<file path="config.mk">
export PLATFORM = sky130hd
export DESIGN_NAME = isc_seq
export DESIGN_NICKNAME = d
export VERILOG_FILES = /design/src/rtl/isc_pkg.sv /design/src/rtl/isc_timing.sv /design/src/rtl/isc_opdec.sv /design/src/rtl/isc_seq.sv
export SDC_FILE = /design/constraint.sdc
export NUM_CORES = 1
export LEC_CHECK = 0
export CORE_UTILIZATION = 32
export CTS_BUF_LIST = sky130_fd_sc_hd__clkbuf_4
export DETAILED_ROUTE_END_ITERATION = 10
export DONT_BUFFER_PORTS = 1
export MAX_ROUTING_LAYER = met4
export PLACE_DENSITY = 0.45
export RECOVER_POWER = 100
export SLEW_MARGIN = 10
export SYNTH_ARGS = -nofsm -noshare
export SYNTH_HDL_FRONTEND = slang
export SYNTH_SLANG_ARGS = --single-unit
</file>
<file path="constraint.sdc">
create_clock -name clk_i -period 2.35 [get_ports clk_i]
set_input_delay 0.3525 -clock clk_i [delete_from_list [all_inputs] [get_ports clk_i]]
set_output_delay 0.3525 -clock clk_i [all_outputs]
set_load 0.1 [all_outputs]
</file>
<file path="src/rtl/isc_pkg.sv">
package isc_pkg;
  localparam int unsigned ADDR_W = 12;
  localparam int unsigned DATA_W = 16;
  localparam int unsigned SC_W   = 4;
  localparam int unsigned OP_W   = 3;

  typedef enum logic [OP_W-1:0] {
    OP_AND = 3'd0, OP_ADD = 3'd1, OP_LDA = 3'd2, OP_STA = 3'd3,
    OP_BUN = 3'd4, OP_BSA = 3'd5, OP_ISZ = 3'd6, OP_EXT = 3'd7
  } opcode_e;
endpackage

</file>
<file path="src/rtl/isc_timing.sv">
module isc_timing #(
  parameter int unsigned SC_W = 4,
  localparam int unsigned N_T = 1 << SC_W
) (
  input  logic           clk_i,
  input  logic           rst_ni,
  input  logic           run_i,
  input  logic           clr_i,
  output logic [N_T-1:0] t_o
);
  logic [SC_W-1:0] sc_q;

  always_ff @(posedge clk_i or negedge rst_ni) begin
    if (!rst_ni)    sc_q <= '0;
    else if (run_i) sc_q <= clr_i ? '0 : sc_q + SC_W'(1);
  end

  for (genvar g = 0; g < N_T; g++) begin : g_dec
    assign t_o[g] = (sc_q == SC_W'(g));
  end
endmodule

</file>
<file path="src/rtl/isc_opdec.sv">
module isc_opdec #(
  parameter int unsigned OP_W = 3,
  localparam int unsigned N_D = 1 << OP_W
) (
  input  logic [OP_W-1:0] op_i,
  output logic [N_D-1:0]  d_o
);
  for (genvar g = 0; g < N_D; g++) begin : g_dec
    assign d_o[g] = (op_i == OP_W'(g));
  end
endmodule

</file>
<file path="src/rtl/isc_seq.sv">
module isc_seq
  import isc_pkg::*;
#(
  parameter int unsigned AW  = ADDR_W,
  parameter int unsigned DW  = DATA_W,
  parameter int unsigned SCW = SC_W,
  localparam int unsigned N_T = 1 << SCW,
  localparam int unsigned N_D = 1 << OP_W
) (
  input  logic           clk_i,
  input  logic           rst_ni,
  input  logic           halt_i,
  input  logic           fgi_i,
  input  logic           fgo_i,
  input  logic           ien_set_i,
  input  logic           ien_clr_i,
  input  logic [DW-1:0]  acc_i,
  input  logic [DW-1:0]  mem_rdata_i,
  output logic [AW-1:0]  mem_addr_o,
  output logic           mem_rd_o,
  output logic           mem_wr_o,
  output logic [DW-1:0]  mem_wdata_o,
  output logic [AW-1:0]  pc_o,
  output logic [DW-1:0]  ir_o,
  output logic [DW-1:0]  dr_o,
  output logic [N_T-1:0] t_state_o,
  output logic           int_cycle_o,
  output logic           ien_o,
  output logic           reg_exec_o,
  output logic           io_exec_o,
  output logic [2:0]     ac_op_o
);
  logic [AW-1:0] ar_q, pc_q, tr_q;
  logic [DW-1:0] ir_q, dr_q;
  logic          ind_q, r_q, ien_q, halted_q;
  logic [N_T-1:0] t;
  logic [N_D-1:0] d;
  logic run, sc_clr;
  logic fetch0, fetch1, dec2, ind3, ext3, rt0, rt1, rt2;
  logic ld_op, rd, wr, dr_zero, r_set;

  assign run = ~halted_q & ~halt_i;

  isc_timing #(.SC_W(SCW)) i_timing (
    .clk_i(clk_i), .rst_ni(rst_ni), .run_i(run), .clr_i(sc_clr), .t_o(t)
  );

  isc_opdec #(.OP_W(OP_W)) i_opdec (
    .op_i(ir_q[DW-2 -: OP_W]), .d_o(d)
  );

  assign fetch0 = ~r_q & t[0];
  assign fetch1 = ~r_q & t[1];
  assign dec2   = ~r_q & t[2];
  assign rt0    =  r_q & t[0];
  assign rt1    =  r_q & t[1];
  assign rt2    =  r_q & t[2];
  assign ind3   = ~d[OP_EXT] & ind_q & t[3];
  assign ext3   =  d[OP_EXT] & t[3];
  assign ld_op  = d[OP_AND] | d[OP_ADD] | d[OP_LDA];
  assign dr_zero = (dr_q == '0);

  assign rd = fetch1 | ind3 | (t[4] & (ld_op | d[OP_ISZ]));
  assign wr = rt1 | (t[4] & (d[OP_STA] | d[OP_BSA])) | (t[6] & d[OP_ISZ]);

  assign sc_clr = ext3 | rt2
                | (t[4] & (d[OP_STA] | d[OP_BUN]))
                | (t[5] & (ld_op | d[OP_BSA]))
                | (t[6] & d[OP_ISZ]);

  // request sampled only outside fetch/decode steps
  assign r_set = ~(t[0] | t[1] | t[2]) & ien_q & (fgi_i | fgo_i);

  always_comb begin
    mem_wdata_o = dr_q;
    if (rt1)                      mem_wdata_o = {{(DW-AW){1'b0}}, tr_q};
    else if (t[4] & d[OP_STA])    mem_wdata_o = acc_i;
    else if (t[4] & d[OP_BSA])    mem_wdata_o = {{(DW-AW){1'b0}}, pc_q};
  end

  always_ff @(posedge clk_i or negedge rst_ni) begin
    if (!rst_ni) halted_q <= 1'b0;
    else if (halt_i) halted_q <= 1'b1;
  end

  always_ff @(posedge clk_i or negedge rst_ni) begin
    if (!rst_ni) begin
      ar_q <= '0; pc_q <= '0; tr_q <= '0; ir_q <= '0; dr_q <= '0;
      ind_q <= 1'b0; r_q <= 1'b0; ien_q <= 1'b0;
    end else if (run) begin
      if (fetch0)                    ar_q <= pc_q;
      else if (dec2)                 ar_q <= ir_q[AW-1:0];
      else if (ind3)                 ar_q <= mem_rdata_i[AW-1:0];
      else if (t[4] & d[OP_BSA])     ar_q <= ar_q + AW'(1);
      else if (rt0)                  ar_q <= '0;

      if (fetch1 | rt2)                          pc_q <= pc_q + AW'(1);
      else if ((t[4] & d[OP_BUN]) | (t[5] & d[OP_BSA])) pc_q <= ar_q;
      else if (t[6] & d[OP_ISZ] & dr_zero)       pc_q <= pc_q + AW'(1);
      else if (rt1)                              pc_q <= '0;

      if (fetch1) ir_q  <= mem_rdata_i;
      if (dec2)   ind_q <= ir_q[DW-1];
      if (rt0)    tr_q  <= pc_q;

      if (t[4] & (ld_op | d[OP_ISZ])) dr_q <= mem_rdata_i;
      else if (t[5] & d[OP_ISZ])      dr_q <= dr_q + DW'(1);

      if (rt2 | ien_clr_i) ien_q <= 1'b0;
      else if (ien_set_i)  ien_q <= 1'b1;

      if (rt2)        r_q <= 1'b0;
      else if (r_set) r_q <= 1'b1;
    end
  end

  assign mem_addr_o  = ar_q;
  assign mem_rd_o    = run & rd;
  assign mem_wr_o    = run & wr;
  assign pc_o        = pc_q;
  assign ir_o        = ir_q;
  assign dr_o        = dr_q;
  assign t_state_o   = t;
  assign int_cycle_o = r_q;
  assign ien_o       = ien_q;
  assign reg_exec_o  = run & ext3 & ~ind_q;
  assign io_exec_o   = run & ext3 &  ind_q;
  assign ac_op_o     = {3{run & t[5]}} & {d[OP_LDA], d[OP_ADD], d[OP_AND]};
endmodule

</file>
==> results of run 1 <==
## critical path, delay by kind of cell (launching register included)
kind,cells,cell delay (ns)
compound gates,2,0.52
flops,1,0.45
fa+ha+maj,1,0.14
buf+inv,3,0.36
simple gates,2,0.47
## final timing paths
kind	start	endpoint	slack [ns]	cells after the start
min in group asynchronous	rst_ni	mem_addr_o[10]$_DFFE_PN0P_	0.68	2
max in group asynchronous	rst_ni	ir_o[12]$_DFFE_PN0P_	0.80	2
hold reg to reg	tr_q[8]$_DFFE_PN0P_	tr_q[8]$_DFFE_PN0P_	0.52	2
setup / recovery	i_timing.sc_q[0]$_DFFE_PN0P_	mem_wdata_o[5]	-0.44	8
hold / removal	mem_rdata_i[0]	dr_o[0]$_DFFE_PN0P_	0.03	2
setup reg to reg	dr_o[6]$_DFFE_PN0P_	dr_o[15]$_DFFE_PN0P_	-0.14	6
## through the flow
stage | hold WS (ns) | setup TNS (ns) | utilization (%) | instance area (um2) | setup slack [ns]
6_report | 0.0260 | -7.87 | 49.4 | 7960 | -0.443
5_1_grt | 0.0162 | -10.13 | 49.4 | 7960 | -0.482
4_1_cts | 0.00307 | -7.63 | 49.5 | 7980 | -0.441
3_5_place_dp | 0.0597 | 0 | 45.1 | 7280 | 0.0234
3_3_place_gp | 0.0596 | 0 | 45.1 | 7280 | 0.0340
2_1_floorplan | 0.0569 | -4.25 | - | 6030 | -0.639
## sequential cells by signal, summed over array words and instances, names as in the netlist
signal         cells
pc_o              12
halted_q           1
ien_o              1
ir_o              16
ind_q              1
mem_addr_o        12
tr_q              12
i_timing.sc_q      4
int_cycle_o        1
dr_o              16
## layout make-up
cell class                 instances  share of cell area (%)
clock buffer                      10                   0.943
antenna                            1                  0.0314
timing repair buffer             183                    21.2
sequential                        76                    24.4
tap                              216                    3.39
clock inverter                     6                    1.12
multi-input combinational        476                    47.5
inverter                          23                    1.37
## kinds of logic (layout without fill, tap and decap cells)
| family | Yosys count | after routing | synth area share [%] |
|---|---|---|---|
| buffers and inverters | 70 | 222 | 6.35 |
| other | 0 | 1 | 0 |
| muxes | 30 | 30 | 6.19 |
| adders and majority gates | 8 | 8 | 1.87 |
| DFF | 76 | 76 | 35.5 |
| xor gates and xnor gates | 6 | 6 | 0.981 |
| and+or+nand+nor | 229 | 229 | 22.6 |
| AOI/OAI and AO/OA | 203 | 203 | 26.6 |
## power by group
part | internal, uW | total, uW | switching [uW]
clock | 443 | 997 | 554
combinational | 472 | 1670 | 1200
sequential | 1380 | 1480 | 101
total | 2290 | 4150 | 1850
## cell usage after synthesis (8+ instances only)
library cell   n  area share [%]
buf_2         20             1.9
a21o_1        14             2.0
and3_1        14             1.6
clkbuf_1      19             1.3
mux2_2        25             5.3
a211oi_1      14             2.0
a221oi_1       9             1.5
nand2_1       66             4.6
ha_1           8             1.9
nor3_1        15             1.4
o21ai_0       34             3.2
nor2_1        48             3.4
o22ai_1       11             1.3
a31oi_1        8            0.93
dfrtp_1       76              35
a2bb2oi_1      8             1.3
inv_1         20             1.4
nand3_1       25             2.3
a21oi_1       38             3.5
## layer usage
layer | vias up | global-route usage (%)
met5 | - | -
met4 | 0 | 9.63
met3 | 34 | 4.01
met1 | 2850 | 34.8
li1 | 2615 | -
met2 | 212 | 44.7
## timing repair
| item | CTS | global route |
|---|---|---|
| gates cloned | 2 | 0 |
| setup endpoints to repair | 26 | 38 |
| hold buffers | 17 | 0 |
| resized for setup | 43 | 18 |
| pin swaps | 13 | 6 |
| buffers inserted | 17 | 9 |
| endpoints found under the hold margin | 92 | 0 |
==> reports/results.tsv, run 1 <==
stage	metric	value	unit
die	die_area	17300	um2
yosys	synth_area_per_cell	8.61	um2
global_route	grt_pass1_vias	5747	
power	totalPowerFinal	4150	uW
die	die_w	131	um
clock_tree	clk_pin_slew	0.15	ns
clock_tree	htreeDepth	3	
global_route	gr-total-overflow	0	
die	num_rows	46	
clock_tree	cts_sinks	76	
power	powerDensity	521	nW/um2
drt	top_layer	met4	
setup_path	worstPathCellList	inv_4 -> ha_4 -> nand3b_4 -> or3_4 -> buf_12 -> buf_16 -> a211oi_4 -> a21o_4	
outcome	violations	setup timing	
sta	max_freq	0.358	GHz
final_layout	layout-drive-gt1-share	45.2	%
clock_tree	cts-root-buf	clkbuf_4	
setup_path	slowest_delay	0.45	ns
drt	drt_wl_total	22700	um
clock_tree	numCtsBuffers	9	
clock_tree	clk_latency	0.48	ns
global_route	grt_antenna_before_repair	1	
place	numPlacedInstances	931	
setup_path	crit_path_max_fanout	6	
final_layout	final_cells	991	
drt	wl_per_cell	22.9	um
yosys	synth.distinct_cells	77	
setup_path	worstSetupStartpointType	register	
setup_path	path_class	register to output pin	
sta	drv_slew	0	
job	max-cap-violations	0	
sta	period_share	119	%
drt	routedLengthMet1	9810	um
sta	skew	0.0159	ns
setup_path	crit_arrival	2.44	ns
place	dpl.hpwl	16900	um
die	io_pins	136	
outcome	status	finished with violations	
final_layout	multiInputGateArea	3780	um2
setup_path	critPathSlowestCell	dfrtp_2	
place	io_buffer_count	0	
yosys	ys.warnings.count	0	
final_layout	final_cell_mix	buf_4, nand2_1, dfrtp_1, clkbuf_2, a21oi_1	
global_route	grt_pass1_wl	35000	um
yosys	synth_nets	669	
drt	dr_wl_met2	11000	um
yosys	ys.flop_type	dfrtp_1	
clock_tree	cts_tree	yes	
yosys	synthCells	622	
sta	period_needed	2.79	ns
drt	drc	0	
drt	route.met3.wl	1240	um
final_layout	regArea	1950	um2
setup_path	cp-end-kind	output pin	
yosys	ys_ff_latch	76	
die	initial_core_util	33.2	%
sta	rsz0062_at_grt	true	
final_layout	final_nets	816	
drt	via_per_inst	5.76	
global_route	grt.total_usage	27.5	%
sta	hold_viol	0	
global_route	grt_max_degree	77	
clock_tree	clock_path_buffers	2	
yosys	synth.yosys.seq_area_share	35.5	%
power	leakage	0.00327	uW
yosys	ys_async_sr_fraction	100	%
final_layout	area_growth	48.6	%
yosys	synth-edff-count	0	
die	core	16100	um2
die	die_h	131	um
drt	drt_first_pass_iters	5	
drt	first_iter_violations	358	
setup_path	cp.required	2.00	ns
sta	slew_headroom	22.9	%
final_layout	nFillCells	1599	
power	max-vdd-ir-drop	0.323	mV
min_path	hp-class	primary input to register	
final_layout	final_common_cell	buf_4	
sta	setup_slack	-0.443	ns
yosys	synth_area	5360	um2
drt	dr_total_vias	5711	
drt	ant_nets	0	
place	gp_congestion	0.896	
sta	worst_pin_slew	1.16	ns
sta	setup_violations	33	
No activity file was read; power rests on OpenSTA's default activity.
==> run 2: changes to the inputs <==
--- a/config.mk
+++ b/config.mk
@@ -12,7 +12,7 @@
 export MAX_ROUTING_LAYER = met4
 export PLACE_DENSITY = 0.45
 export RECOVER_POWER = 100
-export SLEW_MARGIN = 10
+export SLEW_MARGIN = 15
 export SYNTH_ARGS = -nofsm -noshare
 export SYNTH_HDL_FRONTEND = slang
 export SYNTH_SLANG_ARGS = --single-unit
==> results of run 2 <==
Final layout, timing and power as in run 1 (identical DEF).
==> run 3: changes to the inputs <==
--- a/config.mk
+++ b/config.mk
@@ -9,8 +9,9 @@
 export CTS_BUF_LIST = sky130_fd_sc_hd__clkbuf_4
 export DETAILED_ROUTE_END_ITERATION = 10
 export DONT_BUFFER_PORTS = 1
+export GPL_TIMING_DRIVEN = 1
 export MAX_ROUTING_LAYER = met4
-export PLACE_DENSITY = 0.45
+export PLACE_DENSITY = 0.48
 export RECOVER_POWER = 100
 export SLEW_MARGIN = 15
 export SYNTH_ARGS = -nofsm -noshare
==> constraint.sdc (replaced) <==
create_clock -name clk_i -period 2.25 [get_ports clk_i]
set_input_delay 0.3375 -clock clk_i [delete_from_list [all_inputs] [get_ports clk_i]]
set_output_delay 0.3375 -clock clk_i [all_outputs]
set_load 0.1 [all_outputs]
==> reports/results.tsv, run 3 (same netlist as run 1, synthesis figures left out) <==
stage	metric	value	unit	change
outcome	status	finished with violations		
outcome	violations	setup timing		
setup_path	worstSetupStartpointType	register		
drt	first_iter_violations	491		+37%
die	die_w	131	um	unchanged
global_route	grt_pass1_vias	5650		-1.7%
sta	setup_violations	38		+15%
final_layout	nFillCells	1565		-2.1%
setup_path	path_class	register to output pin		
power	totalPowerFinal	4210	uW	+1.7%
clock_tree	cts_tree	yes		
sta	setup_slack	-0.541	ns	-0.0979 ns
final_layout	area_growth	52.2	%	
global_route	grt_antenna_before_repair	1		unchanged
drt	wl_per_cell	22.9	um	about the same
drt	dr_total_vias	5734		+0.40%
sta	period_share	124	%	
sta	rsz0062_at_grt	true		
drt	drt_wl_total	22900	um	+0.95%
die	num_rows	46		unchanged
clock_tree	clock_path_buffers	2		unchanged
place	io_buffer_count	0		unchanged
min_path	hold_depth	2		unchanged
die	core	16100	um2	unchanged
sta	hold_viol	0		unchanged
final_layout	finish.instance_area	8160	um2	+2.4%
setup_path	reg2reg_from	dr_o[6]$_DFFE_PN0P_		
final_layout	final_common_cell	buf_4		
setup_path	cp.required	1.91	ns	-0.09 ns
place	gp_congestion	0.936		+4.4%
sta	skew	0.0219	ns	+0.00604 ns
global_route	gr-total-overflow	0		unchanged
setup_path	reg2reg_depth	6		unchanged
place	dpl.hpwl	17000	um	+0.28%
clock_tree	cts_sinks	76		unchanged
sta	max_freq	0.358	GHz	
drt	route.met3.wl	1570	um	+26%
final_layout	final_core_util	50.6	%	+1.2 points
drt	routedLengthMet1	9940	um	+1.4%
sta	worst_pin_slew	1.12	ns	-0.0339 ns
job	max-cap-violations	0		unchanged
drt	ant_nets	0		unchanged
place	pre_cts_ws	-0.0417	ns	-0.0651 ns
min_path	hp-class	primary input to register		
final_layout	final_nets	826		+1.2%
final_layout	final_cell_mix	buf_4, nand2_1, clkbuf_2, dfrtp_1, a21oi_1		
setup_path	crit_arrival	2.45	ns	about the same
sta	period_needed	2.79	ns	
setup_path	crit_path_max_fanout	7		+1
drt	dr_wl_met2	10900	um	-1.7%
min_path	min_to	ien_o$_DFFE_PN0P_		
sta	drv_slew	0		unchanged
min_path	min_from	ien_clr_i		
clock_tree	clk_latency	0.50	ns	+0.02 ns
drt	top_layer	met4		
final_layout	layout-drive-gt1-share	45.8	%	+0.57 points
sta	slew_headroom	25.2	%	+2.3 points
setup_path	r2r_end	dr_o[15]$_DFFE_PN0P_		
die	die_area	17300	um2	unchanged
setup_path	r2r_slack	-0.11	ns	+0.03 ns
global_route	grt.total_usage	27.4	%	-0.063 points
power	max-vdd-ir-drop	0.242	mV	-25%
power	powerDensity	517	nW/um2	-0.74%
place	placed_area	7390	um2	+1.6%
die	initial_core_util	33.2	%	unchanged
setup_path	cp-end-kind	output pin		
die	die_h	131	um	unchanged
clock_tree	htreeDepth	3		unchanged
clock_tree	clk_pin_slew	0.16	ns	about the same
clock_tree	numCtsBuffers	9		unchanged
sta	setup_tns	-10.55	ns	-2.68 ns
power	leakage	0.00333	uW	+1.7%
global_route	grt_pass1_wl	34700	um	-0.97%
clock_tree	cts-root-buf	clkbuf_4		
global_route	grt_max_degree	77		unchanged
drt	drt_first_pass_iters	5		unchanged
drt	via_per_inst	5.73		-0.60%
drt	drc	0		unchanged
die	io_pins	136		unchanged
## run 3: per-stage QoR
step,instances,hold slack [ns]
after CTS,990,0.00267
final,1001,0.0220
after detailed placement,946,0.0447
after global placement,946,0.0448
after global routing,1001,0.0160
after floorplan,622,0.0419
## run 3: how the worst max path moves through the flow
stage,start,to,slack [ns],depth (start not counted)
global placement,i_timing.sc_q[0]$_DFFE_PN0P_,mem_wdata_o[4],-0.0003,8
floorplan,ir_o[13]$_DFFE_PN0P_,mem_wdata_o[11],-0.70,7
finish,i_timing.sc_q[0]$_DFFE_PN0P_,mem_wdata_o[3],-0.54,8
detailed placement,i_timing.sc_q[0]$_DFFE_PN0P_,mem_wdata_o[4],-0.04,8
global route,i_timing.sc_q[1]$_DFFE_PN0P_,mem_wdata_o[3],-0.60,8
CTS,i_timing.sc_q[0]$_DFFE_PN0P_,mem_wdata_o[9],-0.54,8
## run 3: area by class of cell
type | count | area [um2] | area share [%]
Multi-Input combinational cell | 476 | 3810 | 46.7
Sequential cell | 76 | 1960 | 24.0
Timing Repair Buffer | 193 | 1880 | 23.0
Tap cell | 216 | 270 | 3.31
Inverter | 23 | 110 | 1.35
Clock buffer | 9 | 67.6 | 0.828
Clock inverter | 7 | 58.8 | 0.721
Antenna cell | 1 | 2.50 | 0.0307
## run 3: metal layers
layer / track usage [%] / up-vias
met2: 43.6 / 231
met3: 5.75 / 32
met4: 8.40 / 0
met5: - / -
met1: 34.8 / 2831
li1: - / 2640
## run 3: timing repair
action,CTS,global route
cloned,1,1
pin swaps,15,17
hold endpoints to repair,94,0
setup endpoints to repair,32,56
resized for setup,57,40
setup buffers,9,12
hold buffers,18,0
## run 3: report_power, final
group	total, uW	internal, uW	switching, uW
Sequential	1550	1440	107
Combinational	1810	543	1270
Clock	853	239	614
## run 3: critical path, stage by stage, from the launching register on
cell,delay [ns]
dfrtp_2,0.44
inv_2,0.08
ha_4,0.14
nand3b_4,0.09
or3_4,0.38
buf_12,0.16
buf_12,0.14
a211oi_4,0.23
a21o_4,0.29
